## src/rtl/pipe_adder_pkg.sv

```systemverilog
package pipe_adder_pkg;
  localparam int unsigned DEF_SLICE_W    = 4;
  localparam int unsigned DEF_NUM_SLICES = 3;

  function automatic int unsigned total_width(input int unsigned slice_w,
                                              input int unsigned n_slices);
    return slice_w * n_slices;
  endfunction
endpackage

```

## src/rtl/rca_slice.sv

```systemverilog
module rca_slice #(
  parameter int unsigned W = 4
) (
  input  logic [W-1:0] a,
  input  logic [W-1:0] b,
  input  logic         cin,
  output logic [W-1:0] sum,
  output logic         cout
);
  logic [W:0] chain;

  assign chain[0] = cin;

  for (genvar i = 0; i < W; i++) begin : g_bit
    logic prop;
    assign prop       = a[i] ^ b[i];
    assign sum[i]     = prop ^ chain[i];
    assign chain[i+1] = (a[i] & b[i]) | (prop & chain[i]);
  end

  assign cout = chain[W];
endmodule

```

## src/rtl/add_stage.sv

```systemverilog
module add_stage #(
  parameter int unsigned DATA_W  = 12,
  parameter int unsigned SLICE_W = 4,
  parameter int unsigned IDX     = 0
) (
  input  logic              clk,
  input  logic              rst,
  input  logic              in_vld,
  input  logic [DATA_W-1:0] in_a,
  input  logic [DATA_W-1:0] in_b,
  input  logic [DATA_W-1:0] in_sum,
  input  logic              in_c,
  output logic              out_vld,
  output logic [DATA_W-1:0] out_a,
  output logic [DATA_W-1:0] out_b,
  output logic [DATA_W-1:0] out_sum,
  output logic              out_c
);
  localparam int unsigned LO = IDX * SLICE_W;

  logic [SLICE_W-1:0] part_sum;
  logic               part_c;

  rca_slice #(.W(SLICE_W)) u_slice (
    .a    (in_a[LO +: SLICE_W]),
    .b    (in_b[LO +: SLICE_W]),
    .cin  (in_c),
    .sum  (part_sum),
    .cout (part_c)
  );

  always_ff @(posedge clk) begin
    if (rst) out_vld <= 1'b0;
    else     out_vld <= in_vld;
  end

  always_ff @(posedge clk) begin
    out_a                   <= in_a;
    out_b                   <= in_b;
    out_sum                 <= in_sum;
    out_sum[LO +: SLICE_W]  <= part_sum;
    out_c                   <= part_c;
  end

  // the slice result and its carry out form the arithmetic sum of the slice
  assert_slice_carry_R4: assert property (@(posedge clk) disable iff (rst)
    out_vld |-> ({out_c, out_sum[LO +: SLICE_W]} ==
                 ({1'b0, out_a[LO +: SLICE_W]} + {1'b0, out_b[LO +: SLICE_W]}
                  + (SLICE_W+1)'($past(in_c)))));
endmodule

```

## src/rtl/pipe_adder.sv

```systemverilog
module pipe_adder
  import pipe_adder_pkg::*;
#(
  parameter int unsigned SLICE_W    = DEF_SLICE_W,
  parameter int unsigned NUM_SLICES = DEF_NUM_SLICES,
  parameter int unsigned DATA_W     = total_width(SLICE_W, NUM_SLICES)
) (
  input  logic              clk,
  input  logic              rst,
  input  logic              i_vld,
  input  logic [DATA_W-1:0] i_a,
  input  logic [DATA_W-1:0] i_b,
  input  logic              i_cin,
  output logic              o_vld,
  output logic [DATA_W-1:0] o_sum,
  output logic              o_cout
);
  localparam int unsigned LAT = NUM_SLICES;

  logic              s_vld [LAT+1];
  logic [DATA_W-1:0] s_a   [LAT+1];
  logic [DATA_W-1:0] s_b   [LAT+1];
  logic [DATA_W-1:0] s_sum [LAT+1];
  logic              s_c   [LAT+1];

  assign s_vld[0] = i_vld;
  assign s_a[0]   = i_a;
  assign s_b[0]   = i_b;
  assign s_sum[0] = '0;
  assign s_c[0]   = i_cin;

  for (genvar k = 0; k < LAT; k++) begin : g_stage
    add_stage #(.DATA_W(DATA_W), .SLICE_W(SLICE_W), .IDX(k)) u_stage (
      .clk     (clk),
      .rst     (rst),
      .in_vld  (s_vld[k]),
      .in_a    (s_a[k]),
      .in_b    (s_b[k]),
      .in_sum  (s_sum[k]),
      .in_c    (s_c[k]),
      .out_vld (s_vld[k+1]),
      .out_a   (s_a[k+1]),
      .out_b   (s_b[k+1]),
      .out_sum (s_sum[k+1]),
      .out_c   (s_c[k+1])
    );
  end

  assign o_vld  = s_vld[LAT];
  assign o_sum  = s_sum[LAT];
  assign o_cout = s_c[LAT];

  // Reference shift for the assertions: whole-word sum, operands, valid
  logic              chk_vld [LAT];
  logic [DATA_W:0]   chk_res [LAT];
  logic [DATA_W-1:0] chk_a   [LAT];
  logic [DATA_W-1:0] chk_b   [LAT];

  always_ff @(posedge clk) begin
    if (rst) begin
      for (int k = 0; k < LAT; k++) chk_vld[k] <= 1'b0;
    end else begin
      chk_vld[0] <= i_vld;
      for (int k = 1; k < LAT; k++) chk_vld[k] <= chk_vld[k-1];
    end
  end

  always_ff @(posedge clk) begin
    chk_res[0] <= {1'b0, i_a} + {1'b0, i_b} + (DATA_W+1)'(i_cin);
    chk_a[0]   <= i_a;
    chk_b[0]   <= i_b;
    for (int k = 1; k < LAT; k++) begin
      chk_res[k] <= chk_res[k-1];
      chk_a[k]   <= chk_a[k-1];
      chk_b[k]   <= chk_b[k-1];
    end
  end

  assert_sum_R1: assert property (@(posedge clk) disable iff (rst)
    o_vld |-> ({o_cout, o_sum} == chk_res[LAT-1]));

  assert_latency_R2: assert property (@(posedge clk) disable iff (rst)
    o_vld == chk_vld[LAT-1]);

  assert_aligned_R3: assert property (@(posedge clk) disable iff (rst)
    o_vld |-> (s_a[LAT] == chk_a[LAT-1] && s_b[LAT] == chk_b[LAT-1]));

  assert_reset_clear_R5: assert property (@(posedge clk) disable iff (rst)
    $past(rst) |-> !o_vld);
endmodule

```

## config.mk

```make
export PLATFORM = sky130hd
export DESIGN_NAME = pipe_adder
export DESIGN_NICKNAME = d
export VERILOG_FILES = /design/src/rtl/pipe_adder_pkg.sv /design/src/rtl/rca_slice.sv /design/src/rtl/add_stage.sv /design/src/rtl/pipe_adder.sv
export SDC_FILE = /design/constraint.sdc
export NUM_CORES = 1
export LEC_CHECK = 0
export BUFFER_PORTS_ARGS = -buffer_cell sky130_fd_sc_hd__buf_4
export CORE_AREA = 10 10 62 64
export CTS_BUF_LIST = sky130_fd_sc_hd__clkbuf_8
export CTS_CLUSTER_DIAMETER = 50
export DETAILED_ROUTE_END_ITERATION = 16
export DIE_AREA = 0 0 72 74
export PLACE_DENSITY = 0.84
export SYNTH_ARGS = -nofsm -noshare
export SYNTH_HDL_FRONTEND = slang
export SYNTH_SLANG_ARGS = --single-unit
```

## constraint.sdc

```tcl
create_clock -name clk -period 4.3 [get_ports clk]
set_input_delay 0 -clock clk [delete_from_list [all_inputs] [get_ports clk]]
set_output_delay 0 -clock clk [all_outputs]
set_load 0.01 [all_outputs]
```

==> impl_metrics.env <==
export IMPL_skew_ns=0.00886
export IMPL_placed_cell_area_mm2=0.00180
export IMPL_vdd_drop_max_v=0.000478
export IMPL_grtUsageTotal_pct=9.97
export IMPL_ys_flop_type="dfxtp_1"
export IMPL_hold_viol=0
export IMPL_io_pins=42
export IMPL_power_density_mw_per_mm2=479
export IMPL_cap_violations=0
export IMPL_hold_slack_ns=0.0822
export IMPL_start_util_pct=54.6
export IMPL_root_buffer="clkbuf_8"
export IMPL_max_freq_ghz=0.524
export IMPL_final_setup_tns_ns=0
export IMPL_synth_top_area_cell="dfxtp_1"
export IMPL_syn_nets=139
export IMPL_yosysUniqueCellTypes=4
export IMPL_gr_total_overflow=0
export IMPL_fin_total_pwr_mw=1.02
export IMPL_yosysSeqAreaShare_pct=74.4
export IMPL_rsz0062_at_grt="no"
export IMPL_clk_pin_slew_worst_paths_ns=0.09
export IMPL_netlist_instances=99
export IMPL_synth_seq_cells=54
export IMPL_worstPathArrival_ns=2.16
export IMPL_diodes=0
export IMPL_critical_path_class="flop to flop"
export IMPL_min_period_ns=1.91
export IMPL_hold_path_class="input port to flop"
export IMPL_slew_limit_headroom_pct=93.4
export IMPL_ys_warn_count=0
export IMPL_synth_top_area_share_pct=74.4
export IMPL_regToRegSetupSlack_ns=2.39
export IMPL_syn_avg_cell_area_um2=14.7
export IMPL_drive_gt1_share_pct=28.2
export IMPL_grt_pass1_wl_um=3890
export IMPL_cpMaxStageDelayCell="fa_1"
export IMPL_cp_required_ns=4.55
export IMPL_synth_edf_count=0
export IMPL_post_dp_hpwl_um=1660
export IMPL_grt_max_degree=17
export IMPL_grt_pass1_vias=906
export IMPL_r2r_cells=8
export IMPL_leakagePower_nw=1.05
export IMPL_detail_route_wl_per_cell_um=12.0
export IMPL_netlist_area_mm2=0.00145
export IMPL_viasPerCell=3.92
export IMPL_fill_cells=170
export IMPL_dieArea_mm2=0.00533
export IMPL_worstSkewPairLatency_ns=0.31
export IMPL_timing_rr_end="g_stage[1].u_stage.out_sum[7]$_DFF_P_"
export IMPL_cts_sinks=54
export IMPL_status="complete, no violations"
export IMPL_dieHeight_um=74
export IMPL_drtIter0Drc=14
export IMPL_areaGrowthSynthToFinish_pct=46.6
export IMPL_path_cells="inv_1, fa_1, inv_1, fa_1, fa_1, inv_1, fa_1, inv_1"
export IMPL_design_area_mm2=0.00213
export IMPL_cp_max_fo=1
export IMPL_setup_viol=0
export IMPL_antenna_found_initial=0
export IMPL_synth_area_leaders="dfxtp_1, fa_1, inv_1"
export IMPL_ant_nets=0
export IMPL_maxSlewViolCount=0
export IMPL_coreArea_mm2=0.00266
export IMPL_ys_async_sr_fraction_pct=0
export IMPL_cp_startpoint="g_stage[0].u_stage.out_c$_DFF_P_"
export IMPL_numPortBuffers=41
export IMPL_drcViolationCount=0
export IMPL_htreeDepth=2
export IMPL_synth_common_cells="dfxtp_1, inv_1, fa_1, nor2b_1"
export IMPL_critPathMaxStageDelay_ns=0.40
export IMPL_gp_congestion=0.634
export IMPL_clockBufferDepth=2
export IMPL_drt_pass1_iterations=2
export IMPL_cts_buffers=5
export IMPL_die_width_um=72
export IMPL_tightest_slew_ns=0.0993
export IMPL_synth_most_common_cell="dfxtp_1"
export IMPL_via_count=788
export IMPL_cp_end_kind="flop"
export IMPL_routed_wl_um=2410
export IMPL_fin_nets=209
export IMPL_cp_start_kind="flop"
export IMPL_num_rows=19
export IMPL_reg2reg_from="g_stage[0].u_stage.out_c$_DFF_P_"
export IMPL_cts_tree="done"
export IMPL_endpoint="g_stage[1].u_stage.out_sum[7]$_DFF_P_"
export IMPL_period_share_pct=44.4
-- timing repair --
action	CTS	global route
resized for setup	0	0
hold buffers	22	0
buffers inserted	0	0
hold endpoints to repair	21	0
-- per-stage QoR --
step	setup WS (ns)	std cells	utilization, %
finish	2.39	201	80.0
global route	2.31	201	80.0
CTS	2.37	201	80.0
detailed placement	2.41	171	67.6
global placement	2.41	171	67.6
floorplan	2.47	99	-
-- metal layers --
layer	share of wire (%)	track usage, %	wire length [um]	up-vias
met2	55	18.6	1320	29
met5	0	0	0	-
met4	2.8	5.81	67	0
li1	-	-	-	407
met3	8.5	6.12	204	7
met1	34	7.62	819	345
-- layout by cell type (no fill, tap or decap), drive strengths merged --
cell type / Yosys / final
buf: 0 / 41
bufinv: 0 / 1
clkbuf: 0 / 5
clkinvlp: 0 / 1
dfxtp: 54 / 54
dlygate4sd3: 0 / 22
fa: 12 / 12
inv: 30 / 31
nor2b: 3 / 3
-- worst min path at each step --
stage                                            endpoint  slack [ns]  depth (start not counted)     from
finish              g_stage[0].u_stage.out_sum[0]$_DFF_P_        0.08                          4    i_cin
global route        g_stage[0].u_stage.out_sum[0]$_DFF_P_         0.1                          4    i_cin
CTS                 g_stage[0].u_stage.out_sum[0]$_DFF_P_        0.08                          4    i_cin
detailed placement    g_stage[0].u_stage.out_a[7]$_DFF_P_        0.11                          1   i_a[7]
global placement      g_stage[0].u_stage.out_b[4]$_DFF_P_        0.10                          1   i_b[4]
floorplan            g_stage[0].u_stage.out_a[10]$_DFF_P_        0.03                          0  i_a[10]
-- critical path, delay by kind of cell (launching register included) --
family                   cells  cell delay, ns
flip-flops                   1            0.30
buffers and inverters        4            0.25
adder cells (fa/ha/maj)      4            1.32
-- report_power, final --
| group | leakage (nW) | switching (mW) | internal [mW] |
|---|---|---|---|
| Clock | 0.0556 | 0.150 | 0.171 |
| Combinational | 0.543 | 0.0481 | 0.0740 |
| Sequential | 0.455 | 0.0156 | 0.561 |
-- kinds of logic (layout without fill, tap and decap cells) --
logic type / count (synthesis) / count (layout) / share of synthesized area [%]
AND/OR/NAND/NOR: 3 / 3 / 1.29
buffers and inverters: 30 / 101 / 7.75
adder cells (fa/ha/maj): 12 / 12 / 16.5
flip-flops: 54 / 54 / 74.4
-- flip-flops by register name, summed over array words and instances (netlist names) --
signal / cells
g_stage.u_stage.out_a: 12
g_stage.u_stage.out_b: 12
g_stage.u_stage.out_c: 3
g_stage.u_stage.out_sum: 24
g_stage.u_stage.out_vld: 3
-- final cells by class --
class | count | area (um^2) | share of cell area (%)
multi-input cells | 15 | 259 | 12.2
repair buffers | 63 | 528 | 24.8
well taps | 31 | 38.8 | 1.82
clock buffers | 5 | 68.8 | 3.23
flip-flops and latches | 54 | 1080 | 50.8
clock inverters | 3 | 41.3 | 1.94
inverters | 30 | 113 | 5.29
Note: power is estimated with default switching activity, not from simulation.
